## src/rtl/l1wc_pkg.sv

```systemverilog
package l1wc_pkg;

  typedef enum logic [1:0] {
    WS_INV = 2'd0,
    WS_VAL = 2'd1,
    WS_REG = 2'd2
  } wstate_e;

  typedef enum logic [1:0] {
    MK_FETCH = 2'd0,
    MK_REGST = 2'd1,
    MK_WBACK = 2'd2
  } mkind_e;

  typedef enum logic [1:0] {
    C_IDLE  = 2'd0,
    C_EVICT = 2'd1,
    C_FILL  = 2'd2,
    C_REG   = 2'd3
  } cstate_e;

endpackage

```

## src/rtl/l1wc_store.sv

```systemverilog
module l1wc_store
  import l1wc_pkg::*;
#(
  parameter int LINES      = 4,
  parameter int LINE_WORDS = 4,
  parameter int DATA_W     = 32,
  parameter int TAG_W      = 8,
  parameter int REGION_W   = 4,
  localparam int IDX_W     = $clog2(LINES),
  localparam int OFF_W     = $clog2(LINE_WORDS)
) (
  input  logic                          clk,
  input  logic                          rst_n,
  input  logic [IDX_W-1:0]              rd_idx,
  input  logic [OFF_W-1:0]              rd_off,
  output logic [TAG_W-1:0]              rd_tag,
  output logic                          rd_tag_vld,
  output wstate_e [LINE_WORDS-1:0]      rd_line_st,
  output logic [DATA_W-1:0]             rd_data,
  input  logic [IDX_W-1:0]              wr_idx,
  input  logic [OFF_W-1:0]              wr_off,
  input  logic                          tag_we,
  input  logic [TAG_W-1:0]              tag_val,
  input  logic                          word_we,
  input  logic [DATA_W-1:0]             word_data,
  input  wstate_e                       word_st,
  input  logic [REGION_W-1:0]           word_rgn,
  input  logic                          st_clr_we,
  input  logic                          touch_we,
  input  logic                          inv_en,
  input  logic [REGION_W-1:0]           inv_rgn
);

  logic [TAG_W-1:0]    tag_q  [LINES];
  logic [LINES-1:0]    tvld_q;
  wstate_e             st_q   [LINES][LINE_WORDS];
  logic                tch_q  [LINES][LINE_WORDS];
  logic [REGION_W-1:0] rgn_q  [LINES][LINE_WORDS];
  logic [DATA_W-1:0]   data_q [LINES][LINE_WORDS];

  assign rd_tag     = tag_q[rd_idx];
  assign rd_tag_vld = tvld_q[rd_idx];
  assign rd_data    = data_q[rd_idx][rd_off];

  always_comb begin
    for (int w = 0; w < LINE_WORDS; w++) rd_line_st[w] = st_q[rd_idx][w];
  end

  // state, touched flags and tag-valid bits
  always_ff @(posedge clk or negedge rst_n) begin
    if (!rst_n) begin
      tvld_q <= '0;
      for (int l = 0; l < LINES; l++) begin
        for (int w = 0; w < LINE_WORDS; w++) begin
          st_q[l][w]  <= WS_INV;
          tch_q[l][w] <= 1'b0;
        end
      end
    end else if (inv_en) begin
      for (int l = 0; l < LINES; l++) begin
        for (int w = 0; w < LINE_WORDS; w++) begin
          if (st_q[l][w] == WS_VAL && rgn_q[l][w] == inv_rgn && !tch_q[l][w])
            st_q[l][w] <= WS_INV;
          tch_q[l][w] <= 1'b0;
        end
      end
    end else begin
      if (tag_we) begin
        tvld_q[wr_idx] <= 1'b1;
        for (int w = 0; w < LINE_WORDS; w++) begin
          st_q[wr_idx][w]  <= WS_INV;
          tch_q[wr_idx][w] <= 1'b0;
        end
      end
      if (st_clr_we) st_q[wr_idx][wr_off] <= WS_INV;
      if (word_we)   st_q[wr_idx][wr_off] <= word_st;
      if (word_we || touch_we) tch_q[wr_idx][wr_off] <= 1'b1;
    end
  end

  // payload arrays carry no reset
  always_ff @(posedge clk) begin
    if (tag_we) tag_q[wr_idx] <= tag_val;
    if (word_we) begin
      data_q[wr_idx][wr_off] <= word_data;
      rgn_q[wr_idx][wr_off]  <= word_rgn;
    end
  end

endmodule

```

## src/rtl/l1wc_reg_pick.sv

```systemverilog
module l1wc_reg_pick
  import l1wc_pkg::*;
#(
  parameter int N  = 4,
  localparam int W = $clog2(N)
) (
  input  wstate_e [N-1:0] st,
  output logic            found,
  output logic            more,
  output logic [W-1:0]    first
);

  logic [N-1:0] is_reg;

  for (genvar g = 0; g < N; g++) begin : g_flag
    assign is_reg[g] = (st[g] == WS_REG);
  end

  always_comb begin
    first = '0;
    for (int i = N - 1; i >= 0; i--) begin
      if (is_reg[i]) first = W'(i);
    end
  end

  assign found = |is_reg;
  assign more  = ($countones(is_reg) > 1);

endmodule

```

## src/rtl/l1_wordcoh_ctrl.sv

```systemverilog
module l1_wordcoh_ctrl
  import l1wc_pkg::*;
#(
  parameter int DATA_W     = 32,
  parameter int ADDR_W     = 12,
  parameter int LINES      = 4,
  parameter int LINE_WORDS = 4,
  parameter int REGION_W   = 4
) (
  input  logic                clk,
  input  logic                rst_n,
  input  logic                core_req_valid,
  output logic                core_req_ready,
  input  logic                core_req_write,
  input  logic [ADDR_W-1:0]   core_req_addr,
  input  logic [DATA_W-1:0]   core_req_wdata,
  input  logic [REGION_W-1:0] core_req_region,
  output logic                core_rsp_valid,
  output logic [DATA_W-1:0]   core_rsp_rdata,
  input  logic                phase_inv_valid,
  output logic                phase_inv_ready,
  input  logic [REGION_W-1:0] phase_inv_region,
  output logic                phase_inv_done,
  output logic                mem_req_valid,
  output logic [1:0]          mem_req_kind,
  output logic [ADDR_W-1:0]   mem_req_addr,
  output logic [DATA_W-1:0]   mem_req_wdata,
  input  logic                mem_rsp_valid,
  input  logic [DATA_W-1:0]   mem_rsp_rdata
);

  localparam int OFF_W = $clog2(LINE_WORDS);
  localparam int IDX_W = $clog2(LINES);
  localparam int TAG_W = ADDR_W - OFF_W - IDX_W;

  cstate_e state_q, state_d;

  logic                q_write;
  logic [ADDR_W-1:0]   q_addr;
  logic [DATA_W-1:0]   q_wdata;
  logic [REGION_W-1:0] q_region;
  logic                cap;

  logic                rsp_valid_q, rsp_set;
  logic [DATA_W-1:0]   rsp_data_q, rsp_d;
  logic                inv_done_q;

  logic [ADDR_W-1:0]   look_addr;
  logic [OFF_W-1:0]    look_off, rd_off, wr_off;
  logic [IDX_W-1:0]    look_idx;
  logic [TAG_W-1:0]    look_tag;

  logic [TAG_W-1:0]          rd_tag;
  logic                      rd_tag_vld;
  wstate_e [LINE_WORDS-1:0]  rd_line_st;
  logic [DATA_W-1:0]         rd_data;
  wstate_e                   cur_st;
  logic                      tag_hit;

  logic                tag_we, word_we, st_clr_we, touch_we, inv_en;
  wstate_e             word_st;
  logic [DATA_W-1:0]   w_data;
  logic [REGION_W-1:0] w_rgn;

  logic                pick_found, pick_more;
  logic [OFF_W-1:0]    pick_off;

  // address decode: live request while idle, held request otherwise
  assign look_addr = (state_q == C_IDLE) ? core_req_addr : q_addr;
  assign look_off  = look_addr[OFF_W-1:0];
  assign look_idx  = look_addr[OFF_W +: IDX_W];
  assign look_tag  = look_addr[ADDR_W-1 -: TAG_W];
  assign rd_off    = (state_q == C_EVICT) ? pick_off : look_off;

  l1wc_store #(
    .LINES(LINES), .LINE_WORDS(LINE_WORDS), .DATA_W(DATA_W),
    .TAG_W(TAG_W), .REGION_W(REGION_W)
  ) u_store (
    .clk(clk), .rst_n(rst_n),
    .rd_idx(look_idx), .rd_off(rd_off),
    .rd_tag(rd_tag), .rd_tag_vld(rd_tag_vld), .rd_line_st(rd_line_st), .rd_data(rd_data),
    .wr_idx(look_idx), .wr_off(wr_off),
    .tag_we(tag_we), .tag_val(look_tag),
    .word_we(word_we), .word_data(w_data), .word_st(word_st), .word_rgn(w_rgn),
    .st_clr_we(st_clr_we), .touch_we(touch_we),
    .inv_en(inv_en), .inv_rgn(phase_inv_region)
  );

  l1wc_reg_pick #(.N(LINE_WORDS)) u_pick (
    .st(rd_line_st), .found(pick_found), .more(pick_more), .first(pick_off)
  );

  assign cur_st  = rd_line_st[look_off];
  assign tag_hit = rd_tag_vld && (rd_tag == look_tag);

  assign core_req_ready  = (state_q == C_IDLE) && !phase_inv_valid;
  assign phase_inv_ready = (state_q == C_IDLE);

  // next-state and control
  always_comb begin
    state_d   = state_q;
    cap       = 1'b0;
    tag_we    = 1'b0;
    word_we   = 1'b0;
    word_st   = WS_VAL;
    w_data    = '0;
    w_rgn     = '0;
    st_clr_we = 1'b0;
    touch_we  = 1'b0;
    inv_en    = 1'b0;
    rsp_set   = 1'b0;
    rsp_d     = '0;
    wr_off    = look_off;
    unique case (state_q)
      C_IDLE: begin
        if (phase_inv_valid) begin
          inv_en = 1'b1;
        end else if (core_req_valid) begin
          cap = 1'b1;
          if (!tag_hit) begin
            if (rd_tag_vld && pick_found) begin
              state_d = C_EVICT;
            end else begin
              tag_we = 1'b1;
              if (core_req_write) begin
                word_we = 1'b1;
                word_st = WS_REG;
                w_data  = core_req_wdata;
                w_rgn   = core_req_region;
                state_d = C_REG;
              end else begin
                state_d = C_FILL;
              end
            end
          end else if (!core_req_write) begin
            if (cur_st != WS_INV) begin
              touch_we = 1'b1;
              rsp_set  = 1'b1;
              rsp_d    = rd_data;
            end else begin
              state_d = C_FILL;
            end
          end else begin
            word_we = 1'b1;
            word_st = WS_REG;
            w_data  = core_req_wdata;
            w_rgn   = core_req_region;
            if (cur_st == WS_REG) rsp_set = 1'b1;
            else                  state_d = C_REG;
          end
        end
      end
      C_EVICT: begin
        if (mem_rsp_valid) begin
          if (pick_more) begin
            st_clr_we = 1'b1;
            wr_off    = pick_off;
          end else begin
            tag_we = 1'b1;
            if (q_write) begin
              word_we = 1'b1;
              word_st = WS_REG;
              w_data  = q_wdata;
              w_rgn   = q_region;
              state_d = C_REG;
            end else begin
              state_d = C_FILL;
            end
          end
        end
      end
      C_FILL: begin
        if (mem_rsp_valid) begin
          word_we = 1'b1;
          word_st = WS_VAL;
          w_data  = mem_rsp_rdata;
          w_rgn   = q_region;
          rsp_set = 1'b1;
          rsp_d   = mem_rsp_rdata;
          state_d = C_IDLE;
        end
      end
      C_REG: begin
        if (mem_rsp_valid) begin
          rsp_set = 1'b1;
          state_d = C_IDLE;
        end
      end
      default: state_d = C_IDLE;
    endcase
  end

  // shared-level request, a function of held state only
  always_comb begin
    mem_req_valid = (state_q != C_IDLE);
    mem_req_kind  = MK_FETCH;
    mem_req_addr  = q_addr;
    mem_req_wdata = '0;
    unique case (state_q)
      C_EVICT: begin
        mem_req_kind  = MK_WBACK;
        mem_req_addr  = {rd_tag, look_idx, pick_off};
        mem_req_wdata = rd_data;
      end
      C_REG: begin
        mem_req_kind  = MK_REGST;
        mem_req_wdata = q_wdata;
      end
      default: ;
    endcase
  end

  always_ff @(posedge clk or negedge rst_n) begin
    if (!rst_n) begin
      state_q     <= C_IDLE;
      rsp_valid_q <= 1'b0;
      inv_done_q  <= 1'b0;
    end else begin
      state_q     <= state_d;
      rsp_valid_q <= rsp_set;
      inv_done_q  <= inv_en;
    end
  end

  always_ff @(posedge clk) begin
    if (cap) begin
      q_write  <= core_req_write;
      q_addr   <= core_req_addr;
      q_wdata  <= core_req_wdata;
      q_region <= core_req_region;
    end
    if (rsp_set) rsp_data_q <= rsp_d;
  end

  assign core_rsp_valid = rsp_valid_q;
  assign core_rsp_rdata = rsp_data_q;
  assign phase_inv_done = inv_done_q;

endmodule

```

## config.mk

```make
export PLATFORM = sky130hd
export DESIGN_NAME = l1_wordcoh_ctrl
export DESIGN_NICKNAME = d
export VERILOG_FILES = /design/src/rtl/l1wc_pkg.sv /design/src/rtl/l1wc_store.sv /design/src/rtl/l1wc_reg_pick.sv /design/src/rtl/l1_wordcoh_ctrl.sv
export SDC_FILE = /design/constraint.sdc
export NUM_CORES = 1
export LEC_CHECK = 0
export BUFFER_PORTS_ARGS = -buffer_cell sky130_fd_sc_hd__buf_2
export CORE_MARGIN = 2
export CORE_UTILIZATION = 30
export CTS_BUF_LIST = sky130_fd_sc_hd__clkbuf_4
export CTS_CLUSTER_DIAMETER = 40
export DETAILED_ROUTE_END_ITERATION = 16
export SLEW_MARGIN = 10
export SYNTH_ARGS = -nofsm -noshare
export SYNTH_HDL_FRONTEND = slang
export SYNTH_SLANG_ARGS = --single-unit
```

## constraint.sdc

```tcl
create_clock -name clk -period 19.7 [get_ports clk]
set_clock_uncertainty 0.15 [all_clocks]
set_input_delay 0.985 -clock clk [delete_from_list [all_inputs] [get_ports clk]]
set_output_delay 0.985 -clock clk [all_outputs]
set_load 0.005 [all_outputs]
```

==> results of run 1 <==
-- registers in the layout (all words and copies together) (netlist names) --
name / flops
core_rsp_rdata: 32
core_rsp_valid: 1
phase_inv_done: 1
q_addr: 12
q_region: 4
q_wdata: 32
q_write: 1
state_q: 2
u_store.data_q: 512
u_store.rgn_q: 64
u_store.st_q: 32
u_store.tag_q: 32
u_store.tch_q: 16
u_store.tvld_q: 4
-- power by group --
group,internal [mW],leakage [nW],switching (mW),total [mW]
Sequential,1.98,7.08,0.0724,2.06
Clock,0.694,1.43,0.624,1.32
Combinational,0.537,3.89,1.13,1.66
Total,3.21,12.4,1.82,5.04
-- logic make-up after synthesis --
kind of cell    after synthesis
xor+xnor                     64
mux                         100
compound gates              538
simple gates                485
buf+inv                     142
fa+ha+maj                     7
flops                       745
-- cell usage in the layout (no fill, tap or decap), drive strengths merged, types with 25 or more instances in the layout --
cell	n
clkinv	32
mux2	32
nand3	34
clkbuf	276
dfrtp	56
o21ai	104
nor2	178
xnor2	48
edfxtp	689
buf	211
nand2	168
mux2i	67
o22ai	282
and2	25
dlygate4sd3	53
-- critical path, stage by stage (launching register included) --
cell and delay [ns]:
dfrtp_1 0.53, nor2_2 0.46, buf_4 0.29, inv_1 0.26, o21ai_2 0.65, a221oi_1 0.21, and2_1 0.24, inv_1 0.11
ha_1 0.25, a221oi_2 0.12, o21ai_4 0.20, buf_4 0.42, buf_4 0.80, mux2i_1 0.17, mux2_2 0.30, o21ai_0 0.82
buf_2 0.26
-- repair_timing --
| action | CTS | global route |
|---|---|---|
| hold buffers | 53 | 0 |
| setup endpoints to repair | 0 | 0 |
| endpoints found under the hold margin | 108 | 0 |
| buffers inserted | 0 | 0 |
-- per-layer routing --
| layer | part of all wire [%] | vias up |
|---|---|---|
| met1 | 45 | 10150 |
| li1 | - | 8906 |
| met5 | 0 | - |
| met2 | 45 | 949 |
| met4 | 2.0 | 0 |
| met3 | 8.1 | 146 |
-- area by class of cell --
cell class                      count  area (sq um)  share of cell area (%)
Sequential cell                   745         22090                   62.08
Multi-Input combinational cell   1194          7687                   21.60
Clock buffer                      276          2072                   5.822
Timing Repair Buffer              264          1699                   4.775
Tap cell                         1298          1624                   4.564
Clock inverter                     44         330.3                  0.9282
Inverter                           16         60.06                  0.1688
Antenna cell                        9         22.52                 0.06329
-- path summary, 6_finish.rpt --
check                                             end  cells after the start  slack [ns]         startpoint
worst max-delay path                mem_req_wdata[23]                     16       11.40         state_q[0]
worst min-delay path               core_rsp_rdata[16]                      3        0.12  mem_rsp_rdata[16]
worst max register to register  u_store.data_q[3][50]                     17       12.51         state_q[0]
worst min register to register      u_store.tvld_q[2]                      1        0.32  u_store.tvld_q[2]
max in group asynchronous            u_store.st_q[20]                      3       18.35              rst_n
min in group asynchronous              core_rsp_valid                      3        0.47              rst_n
==> impl_metrics.tcl, run 1 <==
set metrics [dict create \
    syn_avg_cell_area_sq_um 14.52 \
    synth_edf_count 689 \
    drcViolationCount 0 \
    seq_area_frac_synth_pct 73.09 \
    synth.area.top_cells "edfxtp_1 (68%), o22ai_1 (5.8%), dfrtp_1 (4.6%)" \
    clockBufferDepth 3 \
    synthArstFlopShare_pct 7.517 \
    cts_sinks 745 \
    finalCritPeriodShare_pct 42.15 \
    gp_congestion 0.9274 \
    die_h_um 321.4 \
    num_io_pins 173 \
    place_area_sq_um 32620 \
    first_iter_violations 1957 \
    instances_no_fill 3846 \
    coreArea_sq_um 100000 \
    synth_top_family_by_area "compound AO/OA/AOI/OAI gates" \
    grtUsageMet1_pct 22.38 \
    rsz0062_at_grt "no" \
    fin_setup_tns_ns 0 \
    drtPass1Iterations 6 \
    postCtsResizedCells 0 \
    drt_wl_total_um 85290 \
    syn_inst 2081 \
    yosysUniqueCellTypes 69 \
    num_vias 20151 \
    yosys-top-cells-count "edfxtp_1 (689), o22ai_1 (279), nor2_1 (177)" \
    critical_path.max_fanout 44 \
    grt_pass1_wl_um 126400 \
    yosys.area_share.simple_pct 7.100 \
    grt.met3_usage_pct 3.835 \
    finalCriticalPeriod_ns 8.303 \
    finalMaxSlewViolations 0 \
    worstSkewPairLatency_ns 1.07 \
    fin_ws_ns 11.40 \
    die_x_um 321.4 \
    synthXorXnorAreaFrac_pct 1.855 \
    grt_util_met2_pct 24.89 \
    final_util_pct 35.59 \
    grt_usage_pct 16.26 \
    ys.flop_type "edfxtp_1" \
    ir_drop_uv 96.01 \
    placed_cells 3463 \
    syn-num-nets 2178 \
    finalHoldViolCount 0 \
    post-place-ws_ns 12.59 \
    grt_pass1_vias 20421 \
    critical_path_required_ns 18.57 \
    status "completed" \
    hp-class "in2reg" \
    dieArea_sq_um 103300 \
    setup_viol 0 \
    cp-end-kind "primary output" \
    clk_pin_slew_ns 0.07 \
    synth-seq-cells 745 \
    start_util_pct 30.22 \
    n_fill_cell 9572 \
    drive_gt1_share_pct 24.54 \
    finalNetCount 2505 \
    relSlewSlack_pct 23.92 \
    gr-max-usage-layer "met2" \
    grt_max_degree 77 \
    synth_top_area_share_pct 68.46 \
    drt-vias-per-instance 5.239 \
    synth_top_area_cell "edfxtp_1" \
    synthMuxAreaShare_pct 3.486 \
    synthAdderAreaFrac_pct 0.3146 \
    yosysMostFrequentCell "edfxtp_1" \
    fmax_ghz 0.1204 \
    numCtsBuffers 187 \
    hpwlAfterDp_um 48900 \
    maxCapViolCount 0 \
    detail-route-antenna-nets 0 \
    critPathArrivalTime_ns 7.17 \
    startpoint_type "flip-flop" \
    wl_per_cell_um 22.18 \
    max_slew.worst_pin.slew_ns 1.140 \
    total_power_mw 5.036 \
    grt_remaining_overflow 0 \
    area_delta_synth_final_pct 17.75 \
    power_leakage_nw 12.40 \
    antenna_found_initial 4 \
    synth.yosys.warnings 0 \
    tritoncts "built" \
    powerDensity_nw_per_um2 141.5 \
    port_buffers 172 \
    synth_compound_area_share_pct 12.02 \
    finalInstanceArea_sq_um 35590 \
    rows 116 \
    clockRootBuffer "clkbuf_4" \
    worst_hold_slack_ns 0.1208 \
    cts.htree.levels 4 \
    critPathKind "reg2out" \
    synth_area_sq_um 30220 \
]
Note: power is estimated with default switching activity, not from simulation.
==> run 2, diff against run 1 <==
==> constraint.sdc (replaced) <==
create_clock -name clk -period 8 [get_ports clk]
set_clock_uncertainty 0.15 [all_clocks]
set_input_delay 0.4 -clock clk [delete_from_list [all_inputs] [get_ports clk]]
set_output_delay 0.4 -clock clk [all_outputs]
set_load 0.005 [all_outputs]
==> run 2 against run 1 <==
Net effect: highest routed layer unchanged; critical path depth is 1 lower; first-iteration DRC count is 3.8% lower; combinational power grew to 2.5 times the previous value; register-to-register slack worse by 11 ns; utilization is 1.1 points higher; cell area is 3.1% higher; non-clock buffer count is 110 higher; clock power is 140% higher; worst hold slack worse by 0.0014 ns; wire length is 3.1% higher; critical path type unchanged; count of clock-buffer cells in the layout is 6 lower; sequential share of layout area is 1.9 points lower.
==> impl_metrics.tcl, run 2 (synthesis results as in run 1) <==
set metrics [dict create \
    num_vias 20506 \
    grt_pass1_vias 20900 \
    critical_path.n_buffers_inverters 5 \
    dieArea_sq_um 103300 \
    r2r-end "u_store.data_q[1][53]" \
    grt_remaining_overflow 0 \
    worstSkewPairLatency_ns 1.09 \
    powerDensity_nw_per_um2 339.0 \
    crit_path_top_delay_cell "o21ai_0" \
    rows 116 \
    ctsHoldBuffers 154 \
    fin_setup_tns_ns 0 \
    cts.htree.levels 4 \
    wl_per_cell_um 22.19 \
    finalCritPeriodShare_pct 90.64 \
    status "completed" \
    critical_path.max_fanout 31 \
    cts_sinks 745 \
    die_h_um 321.4 \
    ir_drop_uv 184.4 \
    critPathKind "reg2out" \
    gp_congestion 0.8975 \
    finalHoldViolCount 0 \
    finalMaxSlewViolations 0 \
    critPathArrivalTime_ns 6.70 \
    clockRootBuffer "clkbuf_4" \
    drive_gt1_share_pct 23.41 \
    cp-end-kind "primary output" \
    area_delta_synth_final_pct 21.37 \
    clockBufferDepth 3 \
    final_cell_mix "edfxtp_1 (689), o22ai_1 (279), clkbuf_4 (270)" \
    antenna_found_initial 3 \
    coreArea_sq_um 100000 \
    fin_ws_ns 0.7485 \
    drtPass1Iterations 5 \
    relSlewSlack_pct 22.03 \
    num_io_pins 173 \
    critical_path_required_ns 7.45 \
    worst-path-stages 15 \
    r2r_start "state_q[0]" \
    top_register "u_store.data_q" \
    top_regs "u_store.data_q (512), u_store.rgn_q (64)" \
    hp-class "in2reg" \
    rsz0062_at_grt "no" \
    postCtsResizedCells 0 \
    grt_max_degree 79 \
    detail-route-antenna-nets 0 \
    finalNetCount 2611 \
    min_from "mem_rsp_rdata[6]" \
    layout.cells.most_common "edfxtp_1" \
    largest_register_ff_count 512 \
    tritoncts "built" \
    clk_pin_slew_ns 0.07 \
    port_buffers 172 \
    grt_pass1_wl_um 129500 \
    power_leakage_nw 12.86 \
    startpoint_type "flip-flop" \
    rr_worst_depth 18 \
    grt_usage_pct 16.77 \
    reg2reg_slack_ns 1.21 \
    drt-vias-per-instance 5.174 \
    cpPeakStageDelay_ns 0.81 \
    setup_viol 0 \
    cp-startpoint "state_q[0]" \
    die_x_um 321.4 \
    crit_end "mem_req_wdata[23]" \
    start_util_pct 30.22 \
    post-place-ws_ns 1.356 \
    fmax_ghz 0.1379 \
    max_slew.worst_pin.slew_ns 1.168 \
    maxCapViolCount 0 \
    numCtsBuffers 183 \
    cp_top_family "compound AO/OA/AOI/OAI gates" \
    drcViolationCount 0 \
    hpwlAfterDp_um 51180 \
    cts_setup_buffers 0 \
    drt_wl_total_um 87950 \
    worstPathCellList "nor2_2, buf_4, inv_1, o21ai_2, a221oi_1, and2_1, inv_1, ha_1, a221oi_2, o21ai_4, buf_4, mux2i_1, mux2_2, o21ai_0, buf_2" \
    first_iter_violations 1883 \
    finalCriticalPeriod_ns 7.252 \
]
run 2: cell types whose count changed in the layout (fill, tap and decap cells not counted), moves of 2 or more:
cell / previous run / this run
inv_6: 5 / 3
buf_12: 0 / 4
clkinv_4: 4 / 2
buf_8: 2 / 0
dlygate4sd3_1: 53 / 154
inv_12: 0 / 3
inv_8: 0 / 3
diode_2: 9 / 4
bufinv_16: 4 / 1
clkbuf_4: 276 / 270
clkinv_1: 22 / 42
buf_4: 37 / 44
run 2: worst min-delay path by stage:
| stage | end | depth (start not counted) |
|---|---|---|
| 4_1_cts | core_rsp_rdata[19] | 4 |
| 5_1_grt | core_rsp_rdata[28] | 4 |
| 3_5_place_dp | u_store.tvld_q[1] | 1 |
| 6_report | core_rsp_rdata[6] | 4 |
| 3_3_place_gp | u_store.tvld_q[1] | 1 |
| 2_1_floorplan | core_rsp_valid | 0 |
run 2: power by group:
part | internal [mW] | switching, mW | total, mW | leakage [nW]
logic | 1.37 | 2.80 | 4.17 | 4.36
clock network | 1.61 | 1.59 | 3.20 | 1.41
registers | 4.88 | 0.188 | 5.07 | 7.08
run 2: tightest hold or removal path: stages:
cell and delay (ns):
dlygate4sd3_1 0.52, buf_2 0.10, nand2_1 0.07, o21ai_0 0.09
run 2: routing by layer:
layer | vias up | wire, um | GRT usage [%]
met3 | 157 | 6927 | 4.307
li1 | 9121 | - | -
met4 | 0 | 2381 | 6.656
met2 | 958 | 40310 | 26.27
met5 | - | 0 | 0
met1 | 10270 | 38320 | 22.20
run 2: per-stage QoR:
stage | utilization (%) | hold slack, ns | instances | power, mW | instance area, sq um
2_1_floorplan | - | -0.04559 | 2081 | 7.665 | 30220
3_3_place_gp | 32.73 | 0.3059 | 3473 | 9.161 | 32730
3_5_place_dp | 32.73 | 0.3051 | 3473 | 9.219 | 32730
4_1_cts | 36.67 | 0.003613 | 3959 | 12.49 | 36670
5_1_grt | 36.68 | 0.08098 | 3963 | 13.06 | 36680
6_report | 36.68 | 0.1194 | 3963 | 12.44 | 36680
run 2: layout make-up:
cell class              count  area [sq um]
inverters                  16         60.06
repair buffers            374          2813
fillers                  9429         63320
well taps                1298          1624
clock buffers             270          2027
multi-input cells        1194          7685
flip-flops and latches    745         22090
diodes                      4         10.01
clock inverters            62         370.4
==> run 3, diff against run 2 <==
--- a/config.mk
+++ b/config.mk
@@ -11,7 +11,9 @@
 export CTS_BUF_LIST = sky130_fd_sc_hd__clkbuf_4
 export CTS_CLUSTER_DIAMETER = 40
 export DETAILED_ROUTE_END_ITERATION = 16
+export SKIP_CTS_REPAIR_TIMING = 1
 export SLEW_MARGIN = 10
 export SYNTH_ARGS = -nofsm -noshare
 export SYNTH_HDL_FRONTEND = slang
+export SYNTH_HIERARCHICAL = 1
 export SYNTH_SLANG_ARGS = --single-unit
==> run 3 against run 2 <==
Net effect: flip-flop and latch count unchanged; wire length decreased by 6.8%; first-iteration DRC count increased by 12%; non-clock buffer count decreased by 36.
==> impl_metrics.tcl, run 3 <==
set metrics [dict create \
    top_regs "u_store/data_q (512), u_store/rgn_q (64)" \
    powerDensity_nw_per_um2 315.0 \
    syn-num-nets 1776 \
    grt_pass1_wl_um 118200 \
    grt_max_degree 92 \
    critical_path.max_fanout 68 \
    worst_hold_slack_ns 0.02262 \
    num_io_pins 173 \
    finalHoldViolCount 0 \
    yosysMostFrequentCell "edfxtp_1" \
    fin_setup_tns_ns 0 \
    synth_edf_count 689 \
    synth.yosys.warnings 6 \
    synth-seq-cells 745 \
    drt-vias-per-instance 4.981 \
    tritoncts "built" \
    synth_top_area_cell "edfxtp_1" \
    layout.cells.most_common "edfxtp_1" \
    crit_end "mem_req_wdata[30]" \
    finalInstanceArea_sq_um 37150 \
    drive_gt1_share_pct 31.58 \
    place_area_sq_um 33150 \
    syn_avg_cell_area_sq_um 18.23 \
    wl_per_cell_um 22.59 \
    detail-route-antenna-nets 0 \
    first_iter_violations 2118 \
    drcViolationCount 0 \
    r2r_start "state_q[1]" \
    dieArea_sq_um 104900 \
    status "completed" \
    gp_congestion 0.9325 \
    drt_wl_total_um 81990 \
    clockRootBuffer "clkbuf_4" \
    cp-startpoint "state_q[1]" \
    synth_top_area_share_pct 67.39 \
    rr_worst_depth 13 \
    die_x_um 323.9 \
    critical_path_required_ns 7.45 \
    rsz0062_at_grt "no" \
    ys.flop_type "edfxtp_1" \
    synth_area_sq_um 30700 \
    cts.htree.levels 4 \
    setup_viol 0 \
    yosys-top-cells-count "edfxtp_1 (689), mux4_2 (146), nand2_1 (100)" \
    grt_usage_pct 15.37 \
    antenna_found_initial 4 \
    startpoint_type "flip-flop" \
    port_buffers 172 \
    cts_sinks 745 \
    finalCriticalPeriod_ns 7.046 \
    total_power_mw 11.70 \
    maxCapViolCount 0 \
    grt_remaining_overflow 0 \
    yosysUniqueCellTypes 63 \
    rows 117 \
    synth.area.top_cells "edfxtp_1 (67%), mux4_2 (11%), dfrtp_1 (4.6%)" \
    hp-class "in2reg" \
    grt_pass1_vias 18035 \
    syn_inst 1684 \
    die_h_um 323.9 \
    clk_pin_slew_ns 0.07 \
    top_register "u_store/data_q" \
    drtPass1Iterations 6 \
    hpwlAfterDp_um 50110 \
    critPathKind "reg2out" \
    cp-end-kind "primary output" \
    finalMaxSlewViolations 0 \
    seq_area_frac_synth_pct 71.95 \
    r2r-end "u_store/data_q[1][30]" \
    synthArstFlopShare_pct 7.517 \
    largest_register_ff_count 512 \
    worstSkewPairLatency_ns 1.07 \
    num_vias 18077 \
    reg2reg_slack_ns 1.44 \
    clockBufferDepth 3 \
    critPathArrivalTime_ns 6.50 \
    relSlewSlack_pct 21.44 \
    start_util_pct 30.22 \
    coreArea_sq_um 101600 \
    final_cell_mix "edfxtp_1 (689), clkbuf_4 (259), buf_2 (172)" \
    area_delta_synth_final_pct 21.00 \
    ir_drop_uv 180.4 \
    finalNetCount 2210 \
    numCtsBuffers 192 \
    power_leakage_nw 13.14 \
    max_slew.worst_pin.slew_ns 1.178 \
    finalCritPeriodShare_pct 88.07 \
    fmax_ghz 0.1419 \
]
run 3: worst max-delay path, stage by stage, from the launching register on:
cell	delay [ns]
dfrtp_2	0.44
nor2_8	0.30
inv_2	0.21
mux2_8	0.76
mux4_2	0.66
nor2b_4	0.21
nor2_2	0.08
nor3_2	0.22
nor2_1	0.08
a21oi_1	0.45
and2_2	1.00
a22oi_1	0.17
nand2_1	0.15
mux2i_1	0.10
nor2b_1	0.34
buf_2	0.19
run 3: kinds of logic (layout without fill, tap and decap cells):
group                      after synthesis  in the layout  share of synthesized area [%]
AOI/OAI and AO/OA                      237            237                          6.472
xor gates and xnor gates                71             71                          2.025
adders and majority gates                2              2                         0.1060
buffers and inverters                  117            691                          1.887
DFF                                    745            745                          71.95
muxes                                  189            189                          12.14
other                                    0              3                              0
and+or+nand+nor                        323            323                          5.420
run 3: layer usage:
metal	track usage (%)	vias up	part of all wire (%)
met5	0	-	0
met4	5.761	0	2.8
met3	3.590	146	7.7
met2	22.95	833	45
met1	21.77	9339	44
li1	-	7759	-
run 3: metrics by stage:
stage	util [%]	instances	setup slack (ns)
floorplan	-	1684	1.410
global placement	32.59	3148	1.506
detailed placement	32.63	3150	1.319
CTS	35.12	3484	0.8278
global route	36.56	3627	0.5372
finish	36.57	3629	0.9542
run 3: how the worst min path moves through the flow:
stage                   startpoint                 to  slack [ns]  cells after the start
2_1_floorplan                rst_n     core_rsp_valid       -0.05                      0
3_3_place_gp     u_store/tvld_q[2]  u_store/tvld_q[2]        0.28                      1
3_5_place_dp     u_store/tvld_q[0]  u_store/tvld_q[0]        0.30                      1
4_1_cts          core_req_wdata[7]         q_wdata[7]       -0.76                      1
5_1_grt        phase_inv_region[3]   u_store/st_q[24]       0.004                      4
6_report       phase_inv_region[3]   u_store/st_q[24]        0.02                      4
run 3: report_power, final:
| part | internal (mW) | total (mW) | leakage [nW] | switching [mW] |
|---|---|---|---|---|
| Combinational | 1.25 | 3.42 | 4.61 | 2.17 |
| Sequential | 4.80 | 4.94 | 7.07 | 0.141 |
| Clock | 1.75 | 3.34 | 1.46 | 1.59 |
| Total | 7.80 | 11.7 | 13.1 | 3.90 |
run 3: area by class of cell:
class | instances | area, sq um
fillers | 9524 | 64440
repair buffers | 338 | 2540
well taps | 1368 | 1712
clock inverters | 75 | 583.1
flip-flops and latches | 745 | 22090
inverters | 19 | 71.32
multi-input cells | 822 | 8199
clock buffers | 259 | 1944
diodes | 3 | 7.507
